File: config.mk
export PLATFORM = sky130hd
export DESIGN_NAME = pwm_dbuf
export DESIGN_NICKNAME = d
export VERILOG_FILES = /design/src/rtl/pwm_dbuf_pkg.sv /design/src/rtl/pwm_shadow_regs.sv /design/src/rtl/pwm_down_counter.sv /design/src/rtl/pwm_chan_out.sv /design/src/rtl/pwm_dbuf.sv
export SDC_FILE = /design/constraint.sdc
export NUM_CORES = 1
export LEC_CHECK = 0
export BUFFER_PORTS_ARGS = -buffer_cell sky130_fd_sc_hd__buf_2
export CORE_MARGIN = 2
export CORE_UTILIZATION = 46
export DETAILED_ROUTE_END_ITERATION = 6
export PLACE_DENSITY = 0.73
export RECOVER_POWER = 100
export SYNTH_ARGS = -nofsm -noshare
export SYNTH_HDL_FRONTEND = slang
export SYNTH_SLANG_ARGS = --single-unit
File: constraint.sdc
create_clock -name clk_i -period 7.1 [get_ports clk_i]
set_clock_uncertainty 0.15 [all_clocks]
set_input_delay 1.42 -clock clk_i [delete_from_list [all_inputs] [get_ports clk_i]]
set_output_delay 1.42 -clock clk_i [all_outputs]
set_load 0.005 [all_outputs]
File: src/rtl/pwm_dbuf_pkg.sv
package pwm_dbuf_pkg;

  typedef enum logic [1:0] {
    REG_PERIOD,
    REG_THRESH,
    REG_INVERT,
    REG_NONE
  } reg_sel_e;

  function automatic reg_sel_e decode_addr(input int unsigned addr, input int unsigned num_ch);
    if (addr == 0) return REG_PERIOD;
    else if (addr <= num_ch) return REG_THRESH;
    else if (addr == num_ch + 1) return REG_INVERT;
    else return REG_NONE;
  endfunction

endpackage

File: src/rtl/pwm_shadow_regs.sv
module pwm_shadow_regs
  import pwm_dbuf_pkg::*;
#(
  parameter int unsigned CNT_W  = 16,
  parameter int unsigned NUM_CH = 3,
  parameter int unsigned ADDR_W = 3
) (
  input  logic                          clk_i,
  input  logic                          rst_ni,
  input  logic                          wr_en_i,
  input  logic [ADDR_W-1:0]             wr_addr_i,
  input  logic [CNT_W-1:0]              wr_data_i,
  input  logic                          at_zero_i,
  output logic [CNT_W-1:0]              period_act_o,
  output logic [NUM_CH-1:0][CNT_W-1:0]  thresh_act_o,
  output logic [NUM_CH-1:0]             inv_act_o,
  output logic [CNT_W-1:0]              period_nxt_o,
  output logic [NUM_CH-1:0][CNT_W-1:0]  thresh_nxt_o,
  output logic [NUM_CH-1:0]             inv_nxt_o,
  output logic                          pending_o
);

  logic [CNT_W-1:0]             period_sh, period_act;
  logic [NUM_CH-1:0][CNT_W-1:0] thresh_sh, thresh_act;
  logic [NUM_CH-1:0]            inv_sh, inv_act;
  logic                         pending_q;
  logic                         commit;
  reg_sel_e                     sel;

  assign sel    = decode_addr(int'(wr_addr_i), NUM_CH);
  assign commit = at_zero_i & pending_q;

  always_ff @(posedge clk_i or negedge rst_ni) begin
    if (!rst_ni) begin
      period_sh <= '0;
      thresh_sh <= '0;
      inv_sh    <= '0;
    end else if (wr_en_i) begin
      if (sel == REG_PERIOD) period_sh <= wr_data_i;
      if (sel == REG_INVERT) inv_sh <= wr_data_i[NUM_CH-1:0];
      for (int k = 0; k < NUM_CH; k++) begin
        if (sel == REG_THRESH && wr_addr_i == ADDR_W'(k + 1)) thresh_sh[k] <= wr_data_i;
      end
    end
  end

  // a threshold write landing on the commit edge keeps the request alive
  always_ff @(posedge clk_i or negedge rst_ni) begin
    if (!rst_ni) pending_q <= 1'b0;
    else if (wr_en_i && sel == REG_THRESH) pending_q <= 1'b1;
    else if (commit) pending_q <= 1'b0;
  end

  always_ff @(posedge clk_i or negedge rst_ni) begin
    if (!rst_ni) begin
      period_act <= '0;
      thresh_act <= '0;
      inv_act    <= '0;
    end else if (commit) begin
      period_act <= period_sh;
      thresh_act <= thresh_sh;
      inv_act    <= inv_sh;
    end
  end

  assign period_nxt_o = commit ? period_sh : period_act;
  assign thresh_nxt_o = commit ? thresh_sh : thresh_act;
  assign inv_nxt_o    = commit ? inv_sh    : inv_act;
  assign period_act_o = period_act;
  assign thresh_act_o = thresh_act;
  assign inv_act_o    = inv_act;
  assign pending_o    = pending_q;

endmodule

File: src/rtl/pwm_down_counter.sv
module pwm_down_counter #(
  parameter int unsigned CNT_W = 16
) (
  input  logic             clk_i,
  input  logic             rst_ni,
  input  logic [CNT_W-1:0] period_nxt_i,
  output logic [CNT_W-1:0] cnt_o,
  output logic [CNT_W-1:0] cnt_nxt_o,
  output logic             at_zero_o
);

  logic [CNT_W-1:0] cnt_q;

  assign at_zero_o = (cnt_q == '0);
  assign cnt_nxt_o = at_zero_o ? period_nxt_i : cnt_q - 1'b1;

  always_ff @(posedge clk_i or negedge rst_ni) begin
    if (!rst_ni) cnt_q <= '0;
    else cnt_q <= cnt_nxt_o;
  end

  assign cnt_o = cnt_q;

endmodule

File: src/rtl/pwm_chan_out.sv
module pwm_chan_out #(
  parameter int unsigned CNT_W = 16
) (
  input  logic             clk_i,
  input  logic             rst_ni,
  input  logic             at_zero_i,
  input  logic [CNT_W-1:0] cnt_nxt_i,
  input  logic [CNT_W-1:0] thresh_nxt_i,
  input  logic             inv_nxt_i,
  output logic             pwm_o,
  output logic             phase_o
);

  logic phase_q, phase_d, level_d, pwm_q;

  // phase moves only on the reload edge, so the flip lands on the period boundary
  always_comb begin
    phase_d = phase_q;
    if (at_zero_i) phase_d = inv_nxt_i ? ~phase_q : 1'b0;
  end

  assign level_d = (cnt_nxt_i != '0) && (cnt_nxt_i <= thresh_nxt_i);

  always_ff @(posedge clk_i or negedge rst_ni) begin
    if (!rst_ni) begin
      phase_q <= 1'b0;
      pwm_q   <= 1'b0;
    end else begin
      phase_q <= phase_d;
      pwm_q   <= level_d ^ phase_d;
    end
  end

  assign pwm_o   = pwm_q;
  assign phase_o = phase_q;

endmodule

File: src/rtl/pwm_dbuf.sv
module pwm_dbuf #(
  parameter int unsigned CNT_W  = 16,
  parameter int unsigned NUM_CH = 3,
  parameter int unsigned ADDR_W = $clog2(NUM_CH + 2)
) (
  input  logic              clk_i,
  input  logic              rst_ni,
  input  logic              wr_en_i,
  input  logic [ADDR_W-1:0] wr_addr_i,
  input  logic [CNT_W-1:0]  wr_data_i,
  output logic [NUM_CH-1:0] pwm_o,
  output logic              zero_o,
  output logic [CNT_W-1:0]  cnt_o
);

  logic [CNT_W-1:0]             period_act, period_nxt;
  logic [NUM_CH-1:0][CNT_W-1:0] thresh_act, thresh_nxt;
  logic [NUM_CH-1:0]            inv_act, inv_nxt;
  logic [NUM_CH-1:0]            phase;
  logic                         pending;
  logic [CNT_W-1:0]             cnt_q, cnt_nxt;
  logic                         at_zero;

  pwm_shadow_regs #(.CNT_W(CNT_W), .NUM_CH(NUM_CH), .ADDR_W(ADDR_W)) u_regs (
    .clk_i        (clk_i),
    .rst_ni       (rst_ni),
    .wr_en_i      (wr_en_i),
    .wr_addr_i    (wr_addr_i),
    .wr_data_i    (wr_data_i),
    .at_zero_i    (at_zero),
    .period_act_o (period_act),
    .thresh_act_o (thresh_act),
    .inv_act_o    (inv_act),
    .period_nxt_o (period_nxt),
    .thresh_nxt_o (thresh_nxt),
    .inv_nxt_o    (inv_nxt),
    .pending_o    (pending)
  );

  pwm_down_counter #(.CNT_W(CNT_W)) u_cnt (
    .clk_i        (clk_i),
    .rst_ni       (rst_ni),
    .period_nxt_i (period_nxt),
    .cnt_o        (cnt_q),
    .cnt_nxt_o    (cnt_nxt),
    .at_zero_o    (at_zero)
  );

  for (genvar k = 0; k < NUM_CH; k++) begin : g_ch
    pwm_chan_out #(.CNT_W(CNT_W)) u_ch (
      .clk_i        (clk_i),
      .rst_ni       (rst_ni),
      .at_zero_i    (at_zero),
      .cnt_nxt_i    (cnt_nxt),
      .thresh_nxt_i (thresh_nxt[k]),
      .inv_nxt_i    (inv_nxt[k]),
      .pwm_o        (pwm_o[k]),
      .phase_o      (phase[k])
    );
  end

  assign zero_o = at_zero;
  assign cnt_o  = cnt_q;

endmodule

# Yosys cells after proc, flatten, opt, wreduce, memory -nomap -nowiden
# Index checks and enable logic that the tools add are counted.
[totals]
in_bits = 22
output_inout_bits = 20
reg_bits = 157
wordCells = 68
[op_classes]
magnitude_cmp = 4
bitwise_logic = 7
add_sub_neg = 1
mux = 15
n_reduce_logical = 17
n_eq_ne = 6
[ops]
columns = ["operator", "count"]
rows = [
  ["<= comparator 16 bit", 3],
  ["two-way mux 48 bit", 1],
  ["two-way mux 16 bit", 2],
  ["logical NOT 16 bit", 1],
  ["nonzero test 16 bit", 1],
  ["subtractor 16 x 1 -> 16 bit, second input constant", 1],
  ["AND reduction 2 bit", 5],
  ["two-way mux 1 bit", 9],
  ["logical AND 1 bit", 7],
  ["== test 3 x 2 -> 1 bit, second input constant", 2],
  ["two-way mux 2 bit", 2],
  ["== test 3 x 1 -> 1 bit, second input constant", 1],
  ["== test 3 bit, second input constant", 1],
  ["<= comparator 3 x 2 -> 1 bit, second input constant", 1],
  ["logical NOT 3 bit", 1],
  ["two-way mux 3 bit", 1],
  ["NOT 1 bit", 3],
  ["bitwise XOR 1 bit", 3],
  ["== test 2 x 1 -> 1 bit, second input constant", 1],
  ["== test 2 bit, second input constant", 1],
  ["logical NOT 2 bit", 1],
  ["nonzero test 2 bit", 1],
  ["bitwise AND 1 bit", 1],
]

# Depth between registers and ports, before layout
[depth]
depth_word = 7
depth_mapped = 19
ltp_nobuf = 17

# Cells and area by module
# From an unflattened synthesis, not the netlist that was laid out.
[hier_totals]
hier_cells = 612
area_unflattened_um2 = 7865.0
[modules_own_cells]
columns = ["module", "cells_per_inst", "instances", "area_per_inst_um2", "seq_area_each_um2"]
rows = [
  ["pwm_shadow_regs", 292, 1, 5182.5, 3378.2],
  ["pwm_chan_out", 73, 3, 590.6, 50.0],
  ["pwm_down_counter", 101, 1, 910.9, 400.4],
]

# Worst setup path before layout
# OpenSTA, ideal clock, no wires.
[synth_path]
path_type = "register -> register"
from = "register u_cnt.cnt_q[0], in the netlist u_cnt.cnt_o[0]"
to = "register g_ch[0].u_ch.pwm_q"
n_path_buf = 3
setup_slack_ns = 2.891
setup_ns = 0.130
period_less_slack_ns = 4.209
required_time_ns = 6.820
arrival_time_ns = 3.929
path_stages_with_launch = 15
cell_sequence = "dfrtp_1 -> inv_1 -> ha_1 -> nor4b_4 -> nand4_1 -> clkbuf_1 -> buf_1 -> clkbuf_1 -> mux2i_1 -> ha_1 -> nand4_1 -> or4_1 -> or4_1 -> nand4_1 -> xnor2_1"
[synth_between]
elab_chain_len = 7
word_cells_on_any_way = 13
cone_classes = "add/sub (1); order compare (1); mux (6); bitwise (2); reduce/logical (3)"
[synth_rtl]
columns = ["element", "line", "source"]
rows = [
  ["start, declared", "pwm_down_counter.sv:12", "logic [CNT_W-1:0] cnt_q;"],
  ["start signal, assigned", "pwm_down_counter.sv:19", "else cnt_q <= cnt_nxt_o;"],
  ["parallel branches: the longest is 6 deep, another holds subtractor 16 x 1 -> 16 bit", "--", ""],
  ["bitwise XOR 1 bit *", "pwm_chan_out.sv:30", "pwm_q <= level_d ^ phase_d;"],
  ["end signal, assigned", "pwm_chan_out.sv:30", ""],
  ["end, declared", "pwm_chan_out.sv:14", "logic phase_q, phase_d, level_d, pwm_q;"],
]
# Mark *: on every way between the ends.
# A chain may end at the register's enable or synchronous reset.

# Worst setup path after layout
[layout_path]
from = "register u_cnt.cnt_q[0], in the netlist u_cnt.cnt_o[0]"
to = "register g_ch[0].u_ch.pwm_q"
[layout_between]
elab_chain_len = 7
word_cells_on_any_way = 13
cone_classes = "add/sub (1); order compare (1); mux (6); bitwise (2); reduce/logical (3)"
[layout_rtl]
columns = ["element", "line", "source"]
rows = [
  ["parallel branches: the longest is 3 deep, another holds subtractor 16 x 1 -> 16 bit", "--", ""],
  ["two-way mux 16 bit *", "pwm_down_counter.sv:15", "assign cnt_nxt_o = at_zero_o ? period_nxt_i : cnt_q - 1'b1;"],
  ["via cnt_nxt[10]", "pwm_dbuf.sv:21", "logic [CNT_W-1:0] cnt_q, cnt_nxt;"],
  ["<= comparator 16 bit / nonzero test 16 bit (equally long branches)", "pwm_chan_out.sv:22", "assign level_d = (cnt_nxt_i != '0) && (cnt_nxt_i <= thresh_nxt_i);"],
  ["logical AND 1 bit *", "pwm_chan_out.sv:22", ""],
  ["bitwise XOR 1 bit *", "pwm_chan_out.sv:30", ""],
]
# Mark *: on every way through the listed nets, which the timed path passes.

==> qor.txt <==
Worst vdd ir = 185 uV
Total CTS buffers = 17
R2R Path End = g_ch[0].u_ch.pwm_o
CTS sink cnt = 157
Cts hold-fix bufs = 0
First-pass GRT wire length = 28300 um
Async S/R FF share, synth = 1.00
DRT antenna net count = 0
Hpwl dp = 12500 um
Post-place setup slack = 2.76 ns
Synthesized area per cell = 12.4 um2
Clk Latency, worst-skew pair = 0.42 ns
Net Count, Synth = 685
Reg2Reg Depth = 13
Part of the Yosys area used for sequential elements = 0.515
Die Width = 133 um
Hold Vio Cnt, Final = 0
Post-synth EDFFs = 0
Mapped Area = 7620 um2
Setup ws final = 1.88 ns
Syn. warnings = 0
Avg WL per Cell = 19.2 um
Mapped Cells = 616
Largest net degree at the start of global routing = 85
CTS tree = done
Post-CTS sizing = 0
Area Growth Syn to Fin = 12.9%
Fmax = 192 MHz
Seq cells post-synth = 157
Arrival @ worst endpoint = 5.36 ns
Initial antenna violation count = 0
End of the critical path = g_ch[0].u_ch.pwm_o
Die Y = 133 um
Row count = 47
Hold Path Depth = 2
Post-CTS Setup Bufs = 0
Worst Path Required = 7.24 ns
Worst Setup Path Type = flop to flop
Vias = 5057
Initial Util = 0.465
I/O Buffers = 41
H-Tree Depth = 4
RSZ-0062 raised after global routing = no
Synth area leaders = dfrtp_1 52%, mux2_2 14%, ha_1 7.7%
GRT Util Overall = 0.208
CP endpoint kind = flop
Slew headroom = 0.0892
Vias in the first global route = 5167
Leakage Power = 4.54 nW
CP Launch Type = flop
Cell variety after synth = 54
Reg clk slew, reported paths = 0.06 ns
Drt total wl = 17200 um
Final period utilization = 0.735
Reg-to-reg slack, setup = 1.88 ns
Worst hold path type = flop to flop
Most used DFF post-synth = dfrtp_1
# Max-Cap Violations = 0
Share of cells above drive strength 1 = 0.226
Ant. Diodes = 0
Core region area = 16400 um2
Most frequent cells in the layout = 157 x dfrtp_1, 83 x mux2_2, 51 x mux2i_1
Status = finished clean
# setup viols final = 0
Drt drc = 0
Setup tns final = 0 ns
Final min period = 5.22 ns
Worst-Margin Slew = 1.37 ns
Vias per std cell = 5.66
Area fraction of the dominant cell type after synthesis = 0.515
Cell taking the most area after synthesis = dfrtp_1
Starting DRT DRC Count = 417
Layout Nets = 730
Die Area = 17600 um2
Slew Viols, Final = 0
Routability cong. = 0.942
CTS Buffer Depth = 2
Crit. Startpoint = u_cnt.cnt_o[0]
P per Cell Area = 368 nW/um2
Commonest non-fill, non-tap cell in the layout = dfrtp_1
Critical path fanouts, max = 18
Root buf cell = clkbuf_16
Initial DRT Pass Iterations = 5
Grt total ovfl = 0
Reg2reg start = u_cnt.cnt_o[0]
I/O pins = 42
==> cell families after synthesis <==
family | Yosys count | synth area share
AO/OA/AOI/OAI | 69 | 0.0607
multiplexers | 148 | 0.210
flip-flops | 157 | 0.515
adder cells (fa/ha/maj) | 49 | 0.0798
AND/OR/NAND/NOR | 108 | 0.0793
XOR/XNOR | 13 | 0.0149
buffers and inverters | 72 | 0.0397
==> final cells by class <==
class	count	area, um2
tap	220	275
multi-input combinational	387	3370
inverter	51	193
fill	1380	7800
sequential	157	3930
timing repair buffer	47	228
clock inverter	8	105
clock buffer	24	502
==> cells in the mapped netlist (all sizes together) (3+ instances only) <==
cell type / instances
a21o: 9
nor2: 21
nor3b: 3
mux2: 97
nor4b: 3
dfrtp: 157
o211ai: 4
nor4: 4
o21ai: 17
nand3: 4
a21oi: 14
a211oi: 5
nand2: 32
nor3: 14
xnor2: 10
xor2: 3
ha: 47
clkbuf: 12
buf: 9
inv: 50
and4: 5
mux2i: 51
nand4: 8
or4: 6
==> stage by stage <==
| step | instance area (um2) | total power [mW] | cells | hold slack [ns] | utilization |
|---|---|---|---|---|---|
| finish | 8600 | 3.16 | 894 | 0.348 | 0.524 |
| floorplan | 7620 | 1.90 | 616 | 0.306 | - |
| global route | 8600 | 3.36 | 894 | 0.354 | 0.524 |
| global placement | 8060 | 2.19 | 862 | 0.328 | 0.491 |
| CTS | 8670 | 3.18 | 894 | 0.350 | 0.528 |
| detailed placement | 8060 | 2.26 | 862 | 0.335 | 0.491 |
==> worst min path at each step <==
stage	startpoint	endpoint	slack (ns)
CTS	u_regs.thresh_act_o[15]	u_regs.thresh_act_o[15]	0.35
global route	u_regs.thresh_act_o[15]	u_regs.thresh_act_o[15]	0.35
floorplan	u_regs.thresh_act_o[35]	u_regs.thresh_act_o[35]	0.31
global placement	u_regs.thresh_act_o[7]	u_regs.thresh_act_o[7]	0.33
finish	u_regs.thresh_act_o[6]	u_regs.thresh_act_o[6]	0.35
detailed placement	u_regs.thresh_act_o[38]	u_regs.thresh_act_o[38]	0.33
==> sequential cells by signal, summed over array words and instances, names as in the netlist <==
| name | count |
|---|---|
| g_ch.u_ch.phase_o | 3 |
| u_regs.pending_o | 1 |
| u_cnt.cnt_o | 16 |
| u_regs.period_act_o | 16 |
| g_ch.u_ch.pwm_o | 3 |
| u_regs.inv_sh | 3 |
| u_regs.period_sh | 16 |
| u_regs.inv_act_o | 3 |
| u_regs.thresh_sh | 48 |
| u_regs.thresh_act_o | 48 |
==> per-layer routing <==
layer,up-vias,wire (um),track usage,share of wire
met1,2558,7770,0.286,0.45
met4,0,391,0.0747,0.023
met5,-,0,0,0
met2,176,8200,0.327,0.48
met3,35,846,0.0464,0.049
li1,2288,-,-,-
==> power breakdown <==
part | leakage, nW | internal [mW] | switching [mW] | total (mW)
clock network | 0.301 | 0.566 | 0.345 | 0.911
registers | 2.01 | 1.07 | 0.164 | 1.23
logic | 2.23 | 0.449 | 0.571 | 1.02
==> worst max-delay path, cell delays in order (launching register included) <==
cell        delay, ns
dfrtp_1          0.43
inv_1            0.12
ha_1             0.16
nor4b_1          0.88
nand2_1          0.10
or3_1            0.49
clkinvlp_2       0.53
mux2i_1          0.62
ha_1             0.24
nand4_1          0.12
or4_1            0.57
or4_1            0.48
nand4_1          0.13
xnor2_1          0.07
Power figures use the tool's default switching activity.
